**config.mk**
```make
export PLATFORM = sky130hd
export DESIGN_NAME = nand_strobe_gen
export DESIGN_NICKNAME = d
export VERILOG_FILES = /design/src/rtl/nand_strobe_gen.sv
export SDC_FILE = /design/constraint.sdc
export NUM_CORES = 1
export LEC_CHECK = 0
export BUFFER_PORTS_ARGS = -buffer_cell sky130_fd_sc_hd__buf_2
export CAP_MARGIN = 10
export CELL_PAD_IN_SITES_DETAIL_PLACEMENT = 0
export CELL_PAD_IN_SITES_GLOBAL_PLACEMENT = 1
export CORE_MARGIN = 10
export CORE_UTILIZATION = 43
export CTS_BUF_LIST = sky130_fd_sc_hd__clkbuf_4 sky130_fd_sc_hd__clkbuf_8
export CTS_CLUSTER_DIAMETER = 200
export DETAILED_ROUTE_END_ITERATION = 10
export PLACE_DENSITY_LB_ADDON = 0.1
export RECOVER_POWER = 25
export SLEW_MARGIN = 20
export SYNTH_ARGS = -nofsm -noshare
export SYNTH_HDL_FRONTEND = slang
export SYNTH_SLANG_ARGS = --single-unit
```
**constraint.sdc**
```tcl
create_clock -name clk -period 2.4 [get_ports clk]
set_input_delay 0.24 -clock clk [delete_from_list [all_inputs] [get_ports clk]]
set_output_delay 0.24 -clock clk [all_outputs]
set_load 0.02 [all_outputs]
```
**src/rtl/nand_strobe_gen.sv**
```systemverilog
module nand_strobe_gen #(
  parameter int DATA_W = 8,
  parameter int REG_W = 32,
  parameter logic [REG_W-1:0] UNLOCK_KEY = 32'h0000_A25E
) (
  input  logic              clk,
  input  logic              rst_n,
  input  logic              reg_wr,
  input  logic [1:0]        reg_sel,
  input  logic [REG_W-1:0]  reg_wdata,
  input  logic              req_valid,
  input  logic [1:0]        req_kind,
  input  logic [DATA_W-1:0] req_data,
  output logic              req_done,
  output logic [DATA_W-1:0] rd_data,
  output logic [1:0]        status,
  output logic              nand_ce_n,
  output logic              nand_cle,
  output logic              nand_ale,
  output logic              nand_we_n,
  output logic              nand_re_n,
  output logic [DATA_W-1:0] nand_dout,
  output logic              nand_doe,
  input  logic [DATA_W-1:0] nand_din,
  input  logic              nand_rb_n
);
  localparam int TW_W = 26;
  localparam int CNT_W = 4;
  localparam int BCNT_W = 5;

  typedef enum logic [2:0] {S_IDLE, S_TURN, S_CEA, S_LOW, S_HIGH} st_t;
  typedef enum logic [1:0] {B_RDY, B_DLY, B_WAIT} bst_t;

  logic [TW_W-1:0] tword;
  logic            ce_norm;
  logic            unlocked;

  always_ff @(posedge clk or negedge rst_n) begin
    if (!rst_n) begin
      tword    <= '0;
      ce_norm  <= 1'b1;
      unlocked <= 1'b0;
    end else if (reg_wr) begin
      case (reg_sel)
        2'd0: unlocked <= (reg_wdata == UNLOCK_KEY);
        2'd1: begin
          if (unlocked) tword <= reg_wdata[TW_W-1:0];
          unlocked <= 1'b0;
        end
        2'd2: begin
          if (unlocked) ce_norm <= reg_wdata[0];
          unlocked <= 1'b0;
        end
        default: ;
      endcase
    end
  end

  wire [CNT_W-1:0]  f_wl   = tword[3:0];
  wire [CNT_W-1:0]  f_wh   = tword[7:4];
  wire [CNT_W-1:0]  f_rl   = tword[11:8];
  wire [CNT_W-1:0]  f_rh   = tword[15:12];
  wire [CNT_W-1:0]  f_ta   = {1'b0, tword[18:16]};
  wire [BCNT_W-1:0] f_bd   = tword[23:19];
  wire [CNT_W-1:0]  f_cea  = {2'b00, tword[25:24]};

  st_t              st;
  bst_t             bst;
  logic [CNT_W-1:0] cnt;
  logic [BCNT_W-1:0] bcnt;
  logic [1:0]       kind_q;
  logic [DATA_W-1:0] data_q;
  logic             last_rd;

  wire is_rd  = (kind_q == 2'd3);
  wire req_rd = (req_kind == 2'd3);
  wire accept = req_valid && (st == S_IDLE);
  wire cnt_end = (cnt == '0);
  wire we_rise = (st == S_LOW) && cnt_end && !is_rd;

  always_ff @(posedge clk or negedge rst_n) begin
    if (!rst_n) begin
      st       <= S_IDLE;
      cnt      <= '0;
      kind_q   <= '0;
      data_q   <= '0;
      last_rd  <= 1'b0;
      req_done <= 1'b0;
      rd_data  <= '0;
    end else begin
      req_done <= 1'b0;
      case (st)
        S_IDLE: if (accept) begin
          kind_q  <= req_kind;
          data_q  <= req_data;
          last_rd <= req_rd;
          if (req_rd != last_rd) begin
            st  <= S_TURN;
            cnt <= f_ta;
          end else if (ce_norm) begin
            st  <= S_CEA;
            cnt <= f_cea;
          end else begin
            st  <= S_LOW;
            cnt <= req_rd ? f_rl : f_wl;
          end
        end
        S_TURN: if (cnt_end) begin
          if (ce_norm) begin
            st  <= S_CEA;
            cnt <= f_cea;
          end else begin
            st  <= S_LOW;
            cnt <= is_rd ? f_rl : f_wl;
          end
        end else cnt <= cnt - 1'b1;
        S_CEA: if (cnt_end) begin
          st  <= S_LOW;
          cnt <= is_rd ? f_rl : f_wl;
        end else cnt <= cnt - 1'b1;
        S_LOW: if (cnt_end) begin
          st  <= S_HIGH;
          cnt <= is_rd ? f_rh : f_wh;
          if (is_rd) rd_data <= nand_din;
        end else cnt <= cnt - 1'b1;
        S_HIGH: if (cnt_end) begin
          st       <= S_IDLE;
          req_done <= 1'b1;
        end else cnt <= cnt - 1'b1;
        default: st <= S_IDLE;
      endcase
    end
  end

  always_ff @(posedge clk or negedge rst_n) begin
    if (!rst_n) begin
      bst  <= B_RDY;
      bcnt <= '0;
    end else if (we_rise) begin
      bst  <= B_DLY;
      bcnt <= f_bd;
    end else begin
      case (bst)
        B_DLY: if (bcnt == '0) bst <= B_WAIT;
               else bcnt <= bcnt - 1'b1;
        B_WAIT: if (nand_rb_n) bst <= B_RDY;
        default: ;
      endcase
    end
  end

  wire in_win = (st == S_LOW) || (st == S_HIGH);
  wire active = in_win || (st == S_CEA);

  assign nand_ce_n = !(!ce_norm || active);
  assign nand_cle  = in_win && (kind_q == 2'd0);
  assign nand_ale  = in_win && (kind_q == 2'd1);
  assign nand_we_n = !((st == S_LOW) && !is_rd);
  assign nand_re_n = !((st == S_LOW) && is_rd);
  assign nand_doe  = in_win && !is_rd;
  assign nand_dout = data_q;
  assign status    = {st == S_IDLE, bst == B_RDY};
endmodule

```
==> out/metrics.cfg <==
[pwr]
comb_power_share_pct = 32.6
p_sw_mw = 1.28
ir_worst_vdd_uv = 425
pwr_density_cell_nw_per_um2 = 948
p_total_mw = 3.79
power_switching_share_pct = 33.7
seqPwrFrac_pct = 36.7
clockPowerShare_pct = 30.6
p_int_mw = 2.51
leakage_nw = 1.92

[timing]
clock.fmax_mhz = 469
drv_slew = 29
final.setup.tns_ns = 0
rsz0062_at_grt = no
period_minus_slack_ns = 2.13
slew-limit-headroom_pct = -8.95
worstMarginPinSlew_ns = 1.63
fin_crit_sh_pct = 88.8
setup_viol = 0
hold_ws_ns = 0.107
skew_ns = 0.00578
layout_setup_ws_ns = 0.269
finalHoldViolations = 0

[routing]
drt_iter0_markers = 58
final_antenna_net_count = 0
drc_errors = 0
wl_per_cell_um = 16.0
routed_via_density = 5.13
vias = 2407
routed_wl_um = 7500
dr.pass1.iters = 4

[layout]
n_fill_cell = 690
drive_gt1_share_pct = 40.0
areaGrowthSynthToFinish_pct = 22.9
layout.nets = 428
design_area_um2 = 4000
diodes = 0

[floorplan]
coreArea_um2 = 7290
dieArea_um2 = 11400
initial_core_util_pct = 44.6
io_pins = 82
die_h_um = 107
rows = 31
die_x_um = 107

[clock_network]
h-tree-depth = 3
cts_made_buffers = 9
cts_tree = yes
cts_setup_buffers = 0
cts_root_buffer = clkbuf_8
clock-sinks = 62
cts.path.max_buffers = 2
clk_pin_slew_ns = 0.07
worst_skew_pair.late_latency_ns = 0.34

[yosys]
synthFlopType = dfrtp_1
ys_async_sr_fraction_pct = 100
ys_seq_elements = 62
synthesis.nets = 343
yosys-top-cells-area = dfrtp_1 47%, mux2_2 15%, mux2_1 3.5%, ha_1 2.3%, nand2_1 2.3%
synth_edf_count = 0
synth.most_common_cell = dfrtp_1
synthTopCellsByCount = 61 x dfrtp_1, 44 x mux2_2, 20 x nand2_1
ys_warn_count = 0
syn_area_um2 = 3250
synth_area_leader_cell = dfrtp_1
synth_top_area_share_pct = 47.0
yosysSeqAreaShare_pct = 47.8
synth.avg_cell_area_um2 = 11.6
syn_inst = 280
synth_cell_type_count = 53

[grt]
grt_max_degree = 35
grt_pass1_wl_um = 12500
grt_usage_pct = 13.7
antenna_found_initial = 0
grt.overflow.total = 0
grt_pass1_vias = 2549

[outcome]
violations = capacitance limit, slew limit
outcome = complete, but fails checks

[placement]
placedInstanceArea_um2 = 3740
port_buffers = 81
post-dp-hpwl_um = 5940
gp_congestion = 0.806
pre_cts_slack_ns = 0.390

[worst_setup_path]
crit_type = reg2out
crit_family = flip-flops
crit_buf_inv = 1
r2r-end = rd_data[6]$_DFFE_PN0P_
critical_path.startpoint_type = register
crit_path_end_kind = output port
cp.arrival_ns = 1.89
worstPathCellList = and3b_1, a21oi_1, nor3b_1, buf_2
crit_path_max_incr_delay_ns = 0.63
worstRegToRegCells = 4
r2r_slack_ns = 0.37
cp_max_fo = 13
r2r-start = st[0]$_DFFE_PN0P_
cp_data_required_time_ns = 2.16
cp_slowest_cell = dfrtp_1

[worst_hold_path]
whs_endpoint = nand_dout[0]$_DFFE_PN0P_
worstHoldPathCells = 2
min_from = req_data[0]
hold_class = in2reg

[run]
drv_cap = 1

power groups by stage:
| stage | Sequential, mW | Combinational, mW | Clock [mW] |
|---|---|---|---|
| finish | 1.39 | 1.24 | 1.16 |
| global route | 1.42 | 1.36 | 1.24 |
| CTS | 1.39 | 1.27 | 1.19 |
| detailed placement | 1.41 | 1.27 | 0 |
| global placement | 1.40 | 1.26 | 0 |
| floorplan | 1.47 | 0.859 | 0 |
repair_timing:
action	CTS	global route
resized for setup	0	0
hold buffers	1	0
hold endpoints to repair	28	0
placed cells by master, fill, tap and decap left out, types with 3 or more instances in the layout:
| master | synthesis | final |
|---|---|---|
| a21oi_1 | 14 | 14 |
| mux2_2 | 44 | 44 |
| o21ai_0 | 14 | 14 |
| nand4_1 | 3 | 3 |
| buf_4 | 0 | 3 |
| buf_2 | 5 | 72 |
| mux2_1 | 10 | 10 |
| mux2i_1 | 3 | 3 |
| nand2_1 | 20 | 20 |
| a31oi_1 | 3 | 3 |
| nor4b_1 | 4 | 4 |
| ha_1 | 6 | 6 |
| o32a_1 | 3 | 3 |
| clkbuf_8 | 0 | 11 |
| nor3_1 | 5 | 5 |
| nor2_4 | 3 | 3 |
| nor2_1 | 9 | 9 |
| dfrtp_1 | 61 | 61 |
| a22oi_1 | 3 | 3 |
| nand2b_1 | 4 | 4 |
| nand3_1 | 7 | 7 |
| bufinv_16 | 0 | 3 |
| clkbuf_1 | 3 | 9 |
| inv_1 | 9 | 9 |
| xnor2_1 | 5 | 5 |
final cells by class:
type / count / area [µm²] / share of cell area (%)
multi-input combinational: 197 / 1580 / 39.6
sequential: 62 / 1550 / 38.9
clock inverter: 3 / 90.1 / 2.25
inverter: 9 / 33.8 / 0.846
timing repair buffer: 86 / 447 / 11.2
clock buffer: 13 / 166 / 4.17
tap: 99 / 124 / 3.10
worst max-delay path by stage:
| stage | from | to | slack [ns] | cells after the start |
|---|---|---|---|---|
| floorplan | st[1]$_DFFE_PN0P_ | kind_q[0]$_DFFE_PN0P_ | 0.54 | 7 |
| global placement | st[0]$_DFFE_PN0P_ | rd_data[0]$_DFFE_PN0P_ | 0.46 | 4 |
| detailed placement | st[0]$_DFFE_PN0P_ | rd_data[6]$_DFFE_PN0P_ | 0.39 | 4 |
| CTS | st[0]$_DFFE_PN0P_ | nand_ale | 0.24 | 4 |
| global route | st[0]$_DFFE_PN0P_ | nand_ale | 0.09 | 4 |
| finish | st[0]$_DFFE_PN0P_ | nand_ale | 0.27 | 4 |
metrics by stage:
stage          std cells  utilization [%]
3_5_place_dp         452             51.3
2_1_floorplan        280                -
3_3_place_gp         452             51.3
5_1_grt              469             54.8
6_report             469             54.8
4_1_cts              469             54.9
registers in the layout, summed over array words and instances (netlist names):
register	count
bcnt	5
bst	2
ce_norm	1
cnt	4
kind_q	2
last_rd	1
nand_dout	8
rd_data	8
req_done	1
st	3
tword	26
unlocked	1
kinds of logic after synthesis:
| logic type | after synthesis | synth area share (%) |
|---|---|---|
| flip-flops | 62 | 47.8 |
| AND/OR/NAND/NOR | 74 | 13.5 |
| buffers and inverters | 21 | 3.54 |
| adder cells (fa/ha/maj) | 6 | 2.31 |
| XOR/XNOR | 7 | 1.89 |
| multiplexers | 59 | 20.6 |
| AO/OA/AOI/OAI | 51 | 10.4 |
worst reg2reg max path, delay by kind of cell (launching register included):
| family | cells | cell delay, ns |
|---|---|---|
| flops | 1 | 0.63 |
| mux | 1 | 0.37 |
| simple gates | 3 | 0.90 |
per-layer routing:
layer  GRT usage, %  vias to the layer above  share of wire (%)
met4           6.38                        0                1.3
met5              0                        -                  0
met1           16.9                     1160                 46
met3           3.23                        9                3.4
li1               -                     1199                  -
met2           22.2                       39                 49
Power figures use the tool's default switching activity.
